`src/rtl/gpio_setclr_pkg.sv`:
```
package gpio_setclr_pkg;

  // Pins per register group and bus data width.
  localparam int GROUP_W      = 32;
  // Word-address layout: first group at byte 0x10, groups 0x28 bytes apart.
  localparam int FIRST_WORD   = 4;
  localparam int STRIDE_WORDS = 10;
  localparam int GROUP_WORDS  = 10;
  // Width of the group index carried in the strobe bundle.
  localparam int GRP_W        = 8;

  typedef enum logic [2:0] {
    SEL_NONE = 3'd0,
    SEL_DIR  = 3'd1,
    SEL_OUT  = 3'd2,
    SEL_SET  = 3'd3,
    SEL_CLR  = 3'd4,
    SEL_IN   = 3'd5
  } regSel_e;

  // Decoded access handed from control to datapath.
  typedef struct packed {
    logic             hit;
    logic [GRP_W-1:0] grp;
    regSel_e          sel;
    logic             dirWr;
    logic             outWr;
    logic             setWr;
    logic             clrWr;
  } ctrlStrobe_t;

endpackage

```
`src/rtl/gpio_setclr_ctrl.sv`:
```
module gpio_setclr_ctrl
  import gpio_setclr_pkg::*;
#(
  parameter int NUM_GROUPS = 5,
  parameter int ADDR_W     = 8
) (
  input  logic [ADDR_W-1:0] busAddr,
  input  logic              busWrEn,
  output ctrlStrobe_t       strobe
);

  logic [31:0] wordAddr;
  assign wordAddr = 32'(busAddr[ADDR_W-1:2]);

  always_comb begin
    strobe     = '0;
    strobe.sel = SEL_NONE;
    for (int g = 0; g < NUM_GROUPS; g++) begin
      for (int r = 0; r < GROUP_WORDS; r++) begin
        if (busAddr[1:0] == 2'b00 &&
            wordAddr == 32'(FIRST_WORD + STRIDE_WORDS * g + r)) begin
          strobe.hit = 1'b1;
          strobe.grp = GRP_W'(g);
          case (r)
            0: begin strobe.sel = SEL_DIR; strobe.dirWr = busWrEn; end
            1: begin strobe.sel = SEL_OUT; strobe.outWr = busWrEn; end
            2: begin strobe.sel = SEL_SET; strobe.setWr = busWrEn; end
            3: begin strobe.sel = SEL_CLR; strobe.clrWr = busWrEn; end
            4: strobe.sel = SEL_IN;
            default: strobe.sel = SEL_NONE;
          endcase
        end
      end
    end
  end

endmodule

```
`src/rtl/gpio_setclr_dpath.sv`:
```
module gpio_setclr_dpath
  import gpio_setclr_pkg::*;
#(
  parameter int NUM_GROUPS = 5,
  localparam int PIN_W     = NUM_GROUPS * GROUP_W
) (
  input  logic               clk,
  input  logic               rstN,
  input  ctrlStrobe_t        strobe,
  input  logic [GROUP_W-1:0] busWrData,
  output logic [GROUP_W-1:0] busRdData,
  input  logic [PIN_W-1:0]   pinIn,
  output logic [PIN_W-1:0]   pinOut,
  output logic [PIN_W-1:0]   pinOe,
  output logic [PIN_W-1:0]   syncIn
);

  logic [GROUP_W-1:0] dirQ [NUM_GROUPS];
  logic [GROUP_W-1:0] outQ [NUM_GROUPS];
  logic [PIN_W-1:0]   syncMeta;
  logic [PIN_W-1:0]   syncQ;

  // Two-stage input synchronizer shared by readback and syncIn.
  always_ff @(posedge clk or negedge rstN) begin
    if (!rstN) begin
      syncMeta <= '0;
      syncQ    <= '0;
    end else begin
      syncMeta <= pinIn;
      syncQ    <= syncMeta;
    end
  end
  assign syncIn = syncQ;

  for (genvar g = 0; g < NUM_GROUPS; g++) begin : gen_group
    logic grpHit;
    assign grpHit = strobe.hit && (strobe.grp == GRP_W'(g));

    always_ff @(posedge clk or negedge rstN) begin
      if (!rstN) begin
        dirQ[g] <= '1;
        outQ[g] <= '0;
      end else if (grpHit) begin
        if (strobe.dirWr) dirQ[g] <= busWrData;
        if (strobe.outWr)      outQ[g] <= busWrData;
        else if (strobe.setWr) outQ[g] <= outQ[g] | busWrData;
        else if (strobe.clrWr) outQ[g] <= outQ[g] & ~busWrData;
      end
    end

    assign pinOe[g*GROUP_W +: GROUP_W]  = ~dirQ[g];
    assign pinOut[g*GROUP_W +: GROUP_W] = outQ[g];
  end

  always_comb begin
    busRdData = '0;
    for (int g = 0; g < NUM_GROUPS; g++) begin
      if (strobe.hit && strobe.grp == GRP_W'(g)) begin
        case (strobe.sel)
          SEL_DIR:                   busRdData = dirQ[g];
          SEL_OUT, SEL_SET, SEL_CLR: busRdData = outQ[g];
          SEL_IN:                    busRdData = syncQ[g*GROUP_W +: GROUP_W];
          default:                   busRdData = '0;
        endcase
      end
    end
  end

endmodule

```
`src/rtl/gpio_setclr_bank.sv`:
```
module gpio_setclr_bank
  import gpio_setclr_pkg::*;
#(
  parameter int NUM_GROUPS = 5,
  parameter int ADDR_W     = 8
) (
  input  logic                          clk,
  input  logic                          rstN,
  input  logic [ADDR_W-1:0]             busAddr,
  input  logic                          busWrEn,
  input  logic [31:0]                   busWrData,
  output logic [31:0]                   busRdData,
  input  logic [NUM_GROUPS*GROUP_W-1:0] pinIn,
  output logic [NUM_GROUPS*GROUP_W-1:0] pinOut,
  output logic [NUM_GROUPS*GROUP_W-1:0] pinOe,
  output logic [NUM_GROUPS*GROUP_W-1:0] syncIn
);

  ctrlStrobe_t strobe;

  gpio_setclr_ctrl #(
    .NUM_GROUPS(NUM_GROUPS),
    .ADDR_W    (ADDR_W)
  ) i_ctrl (
    .busAddr(busAddr),
    .busWrEn(busWrEn),
    .strobe (strobe)
  );

  gpio_setclr_dpath #(
    .NUM_GROUPS(NUM_GROUPS)
  ) i_dpath (
    .clk      (clk),
    .rstN     (rstN),
    .strobe   (strobe),
    .busWrData(busWrData),
    .busRdData(busRdData),
    .pinIn    (pinIn),
    .pinOut   (pinOut),
    .pinOe    (pinOe),
    .syncIn   (syncIn)
  );

endmodule

```
`config.mk`:
```
export PLATFORM = sky130hd
export DESIGN_NAME = gpio_setclr_bank
export DESIGN_NICKNAME = d
export VERILOG_FILES = /design/src/rtl/gpio_setclr_pkg.sv /design/src/rtl/gpio_setclr_ctrl.sv /design/src/rtl/gpio_setclr_dpath.sv /design/src/rtl/gpio_setclr_bank.sv
export SDC_FILE = /design/constraint.sdc
export NUM_CORES = 1
export LEC_CHECK = 0
export ABC_AREA = 0
export BUFFER_PORTS_ARGS = -buffer_cell sky130_fd_sc_hd__buf_2
export CAP_MARGIN = 40
export CELL_PAD_IN_SITES_DETAIL_PLACEMENT = 1
export CELL_PAD_IN_SITES_GLOBAL_PLACEMENT = 2
export CORE_AREA = 2 2 277 279
export CTS_BUF_LIST = sky130_fd_sc_hd__clkbuf_8
export DETAILED_ROUTE_END_ITERATION = 10
export DIE_AREA = 0 0 279 281
export GPL_TIMING_DRIVEN = 1
export PLACE_DENSITY_LB_ADDON = 0.3
export RECOVER_POWER = 50
export SYNTH_ARGS = -nofsm -noshare
export SYNTH_HDL_FRONTEND = slang
export SYNTH_HIERARCHICAL = 1
export SYNTH_SLANG_ARGS = --single-unit
```
`constraint.sdc`:
```
create_clock -name clk -period 10.79 [get_ports clk]
set_clock_uncertainty 0.15 [all_clocks]
set_input_delay 1.079 -clock clk [delete_from_list [all_inputs] [get_ports clk]]
set_output_delay 1.079 -clock clk [all_outputs]
set_load 0.05 [all_outputs]
```
Word-level counts from Yosys, hierarchy flattened
Index checks and enable logic that the tools add are counted.
W data, S select, Z words.

storage, ports and cells
  bits in writable memories = 0
  output and inout port bits = 512
  bits of input ports = 203
  latch bits = 0
  ROM bits = 0
  register bits = 640
  memories kept = 0

cells by class
  equal/unequal tests = 59
  muxes and demuxes = 90
  shift operators = 0
  multipliers = 0
  order comparisons = 0
  add/sub/neg operators = 0
  bitwise logic cells = 16
  reductions and logical operators = 69
  divide/modulo/power cells = 0

operators by type and width
  kind                  number
  $mux W32              20
  $mux W12              45
  $pmux W32 S3          5
  $not A32 Y32          6
  $and A32 B32 Y32      5
  $or A32 B32 Y32       5
  $eq A6 B6 Y1 const B  22
  $eq A6 B5 Y1 const B  16
  $mux W13              5
  $logic_and A1 B1 Y1   55
  $eq A6 B4 Y1 const B  8
  $eq A6 B3 Y1 const B  4
  $reduce_and A2 Y1     10
  $eq A8 B2 Y1 const B  2
  $mux W1               15
  $eq A8 B1 Y1 const B  1
  $eq A8 B3 Y1 const B  1
  $logic_not A8 Y1      1
  $eq A3 B2 Y1 const B  2
  $eq A3 B3 Y1 const B  2
  $eq A3 B1 Y1 const B  1
  $reduce_bool A3 Y1    1
  $reduce_or A3 Y1      1
  $logic_not A2 Y1      1

Logic depth before layout (Yosys ltp)
  word-level depth = 60
  mapped depth = 17

By module
Netlist, hierarchy kept.

by module, submodules not included
  module             cells each  area an instance (um^2)  times used  sequential area each (um^2)
  gpio_setclr_dpath  2135        26096.3                  1           16215.6
  gpio_setclr_ctrl   117         730.7                    1           0.0

Least setup slack after synthesis
OpenSTA, ideal clock, no wires.

  path kind = input port to output port
  start point = in busAddr[1]
  end point = out busRdData[29]
  stages on the path = 12
  buffers on the path = 2
  required time = 9.561 ns
  arrival = 4.858 ns
  path slack = 4.703 ns
  cell sequence = or4b_4 -> or4b_1 -> a21oi_1 -> nor2_1 -> o41ai_1 -> nor2b_1 -> clkbuf_1 -> o21bai_2 -> buf_2 -> a211oi_1 -> or3_1 -> a221oi_1

RTL lines
  element          RTL line                RTL
  start, declared  gpio_setclr_bank.sv:9   input logic [ADDR_W-1:0] busAddr,
  end, declared    gpio_setclr_bank.sv:12  output logic [31:0] busRdData,

==> summary.md <==
| Metric | Value |
|---|---|
| Overall routed net length | `109 mm` |
| Clock Pin Slew Worst Setup and Hold Paths | `around 0.060 ns` |
| Final weighted congestion of routability-driven global placement | `roughly 0.88` |
| Worst hold start | `i_dpath/syncMeta[137]$_DFF_PN0_` |
| CP max stage delay | `approximately 0.59 ns` |
| Number of setup buffers added after CTS | `0` |
| Count of state elements after synthesis | `640` |
| Worst-Skew Late Latency | `roughly 0.73 ns` |
| Layout overhead on the synthesized area | `26.1%` |
| Launch point of the worst path | `busAddr[7]` |
| Outcome | `complete, but fails checks` |
| Final WS setup | `3.61 ns` |
| Data required, critical path | `approximately 9.6 ns` |
| Number of max-cap violations | `1` |
| Filler Cells Inserted | `slightly above 8000` |
| Worst path top cell family by delay | `simple AND/OR/NAND/NOR gates` |
| Detail Placement HPWL | `roughly 75 mm` |
| Crit Path Max Fanout | `56` |
| Area leader, netlist | `sky130_fd_sc_hd__dfrtp_1` |
| Width of the chip | `~280 µm` |
| Unrepaired setup endpoints after global routing | `no` |
| Post-synth ARST share | `100%` |
| Initial antenna violation count | `6` |
| Number of buffers inserted for hold repair after clock tree synthesis | `0` |
| Setup slack of the most critical reg-to-reg path | `between 9 and 10 ns` |
| Cell at the root of the clock tree | `sky130_fd_sc_hd__clkbuf_8` |
| Most common cell after layout, fill and taps aside | `sky130_fd_sc_hd__buf_2` |
| Slew at the pin closest to its max-slew limit | `about 6.0 ns` |
| Total gr overflow | `0` |
| Buffer levels on the longest clock path | `3` |
| Cell area after synthesis | `26800 µm²` |
| Nets@finish | `3128` |
| Final setup violating endpoints | `0` |
| Gate Count Post-Synth | `~2300` |
| Core area | `roughly 75000 µm²` |
| Cell breakdown of the critical path | `buf_2 > or4b_4 > or4b_1 > a21oi_1 > nor2_1 > o41ai_2 > buf_4 > nor2b_1 > o21bai_4 > buf_4 > a211oi_1 > or3_1 > a221oi_1 > buf_2` |
| Leading cell types in the layout, fill and taps excluded | `563 x sky130_fd_sc_hd__buf_2, 480 x sky130_fd_sc_hd__dfrtp_1, 213 x sky130_fd_sc_hd__o21ai_0, 198 x sky130_fd_sc_hd__inv_1, 162 x sky130_fd_sc_hd__mux2_2` |
| Pre-CTS setup slack | `3.67 ns` |
| CTS tree | `built` |
| Mean post-synth cell area | `about 12 µm²` |
| Cell area after placement | `between 30000 and 40000 µm²` |
| Mean number of vias per cell | `between 5 and 6` |
| Number of I/O port buffers | `between 700 and 800` |
| Global-route usage over all layers | `between 20% and 30%` |
| Top Ports | `approximately 700` |
| Sort of element at the end of the critical path | `output pin` |
| Number of endpoints with negative hold slack in the final report | `0` |
| Summed area of non-filler cells in the final layout | `between 30000 and 40000 µm²` |
| Buf+Inv Stages, Crit Path | `4` |
| Seq/Total Area, Yosys | `60.4%` |
| CTS resizes | `0` |
| Initial core utilization | `between 30 and 40%` |
| Synth top area cells | `sky130_fd_sc_hd__dfrtp_1 45%, sky130_fd_sc_hd__dfstp_2 16%, sky130_fd_sc_hd__mux2_2 6.8%, sky130_fd_sc_hd__mux2i_1 5.7%, sky130_fd_sc_hd__a22o_1 4.2%` |
| Remaining antenna violation count after routing | `0` |
| Worst Hold Endpoint | `i_dpath/syncIn[137]$_DFF_PN0_` |
| CP arrival | `approximately 6.0 ns` |
| Via count of the first global-routing pass | `about 23000` |
| Reg2Reg Depth | `3` |
| Placed cells | `around 3800` |
| Drt initial violations | `1247` |
| Clock buffers created by TritonCTS | `110` |
| Final routed DRC violation total | `0` |
| Detailed-router iteration count before antenna repair | `5` |
| Number of flops mapped to enable cells by yosys | `0` |
| Syn. warnings | `6` |
| Number of rows in the core area | `approximately 100` |
| CTS H-Tree Depth | `3` |
| Count of non-filler cells in the finished layout | `about 4000` |
| Global-route wire length before repair | `roughly 160 mm` |
| Fmax | `between 0.1 and 0.15 GHz` |
| Die outline height | `about 280 µm` |
| Post-layout total power | `between 5 and 6 mW` |
| CP max-delay cell | `sky130_fd_sc_hd__buf_4` |
| Critical Path Source Type | `primary input` |
| Leakage power | `about 14 nW` |
| Core Util, Final | `between 40% and 50%` |
| Commonest register cell after synthesis | `sky130_fd_sc_hd__dfrtp_1` |
| Relative slew margins | `-303%` |
| Count of cell types in the netlist | `75` |
| Sum of negative setup slack | `0 ns` |
| Worst-case hold slack | `0.157 ns` |
| Total clock sinks | `640` |
| Worst setup path class | `primary input to output pin` |
| Via count | `21700` |
| Maximum number of pins on one net before global-route repair | `161` |
| Shortest period the worst path allows | `~7.2 ns` |
| Cell depth of the worst min-delay path | `0` |
| Failing checks | `max-capacitance violations, max-slew violations` |
| Tcrit/Tclk final | `between 60% and 70%` |
| Layout cell share with drive strength beyond 1 | `a little under two fifths` |
| Cell Pwr Density | `~160 nW/µm²` |
| Yosys top cell area share | `between 40% and 50%` |
| Routed len/inst | `27.1 µm` |
| Max-slew violations | `around 120` |
| Type of the worst min-delay path | `flip-flop to flip-flop` |
| Die area | `78400 µm²` |
| Worst vdd ir | `between 0.09 and 0.1 mV` |
[worst max-delay path by stage]
stage / slack [ns] / endpoint / cells past startpoint
after floorplan: 4.70 / busRdData[29] / 12
after global placement: 3.82 / busRdData[13] / 14
after detailed placement: 3.67 / busRdData[13] / 14
after CTS: 3.67 / busRdData[13] / 14
after global routing: 2.50 / i_dpath/dirQ[95]$_DFFE_PN1P_ / 4
final: 3.61 / busRdData[13] / 14
[layer usage]
| layer | vias up | GRT usage, % | share of wire [%] |
|---|---|---|---|
| met5 | - | 0 | 0.031 |
| met4 | 6 | 10.4 | 3.6 |
| met3 | 211 | 5.99 | 5.8 |
| met2 | 795 | 45.3 | 49 |
| met1 | 11300 | 34.3 | 42 |
| li1 | 9368 | - | - |
[report_power, final]
| part | switching, mW | internal, mW | total, mW | leakage, nW |
|---|---|---|---|---|
| Sequential | 0.0376 | 2.47 | 2.50 | 7.61 |
| Combinational | 0.307 | 0.0841 | 0.391 | 5.44 |
| Clock | 1.09 | 1.40 | 2.48 | 1.41 |
[cell families after synthesis]
logic type	after synthesis	synth area share, %
DFF	640	60.4
xor gates and xnor gates	4	0.131
and+or+nand+nor	259	4.91
muxes	316	12.5
other	1	0.0140
AOI/OAI and AO/OA	661	16.3
buffers and inverters	371	5.68
[synthesized netlist by cell type (all sizes together) (3+ instances only)]
cell,count
a211oi,28
a21oi,136
a221o,5
a221oi,32
a22o,128
a32oi,4
and3,7
buf,96
clkbuf,108
dfrtp,480
dfstp,160
inv,167
mux2,162
mux2i,154
nand2,111
nand2b,6
nand3,6
nor2,51
nor2b,7
nor3,11
nor3b,3
nor4,7
o211ai,3
o21ai,215
o22ai,29
o2bb2ai,54
o31a,3
or2,5
or3,29
or3b,3
or4b,3
[final cells by class]
class | count | area, µm² | area share [%]
Multi-Input combinational cell | 1245 | 9270 | 27.4
Tap cell | 978 | 1220 | 3.62
Clock inverter | 66 | 563 | 1.66
Timing Repair Buffer | 761 | 3950 | 11.7
Inverter | 167 | 627 | 1.85
Antenna cell | 4 | 10.0 | 0.0296
Sequential cell | 640 | 16200 | 47.9
Clock buffer | 143 | 1970 | 5.82
Power figures use the tool's default switching activity.
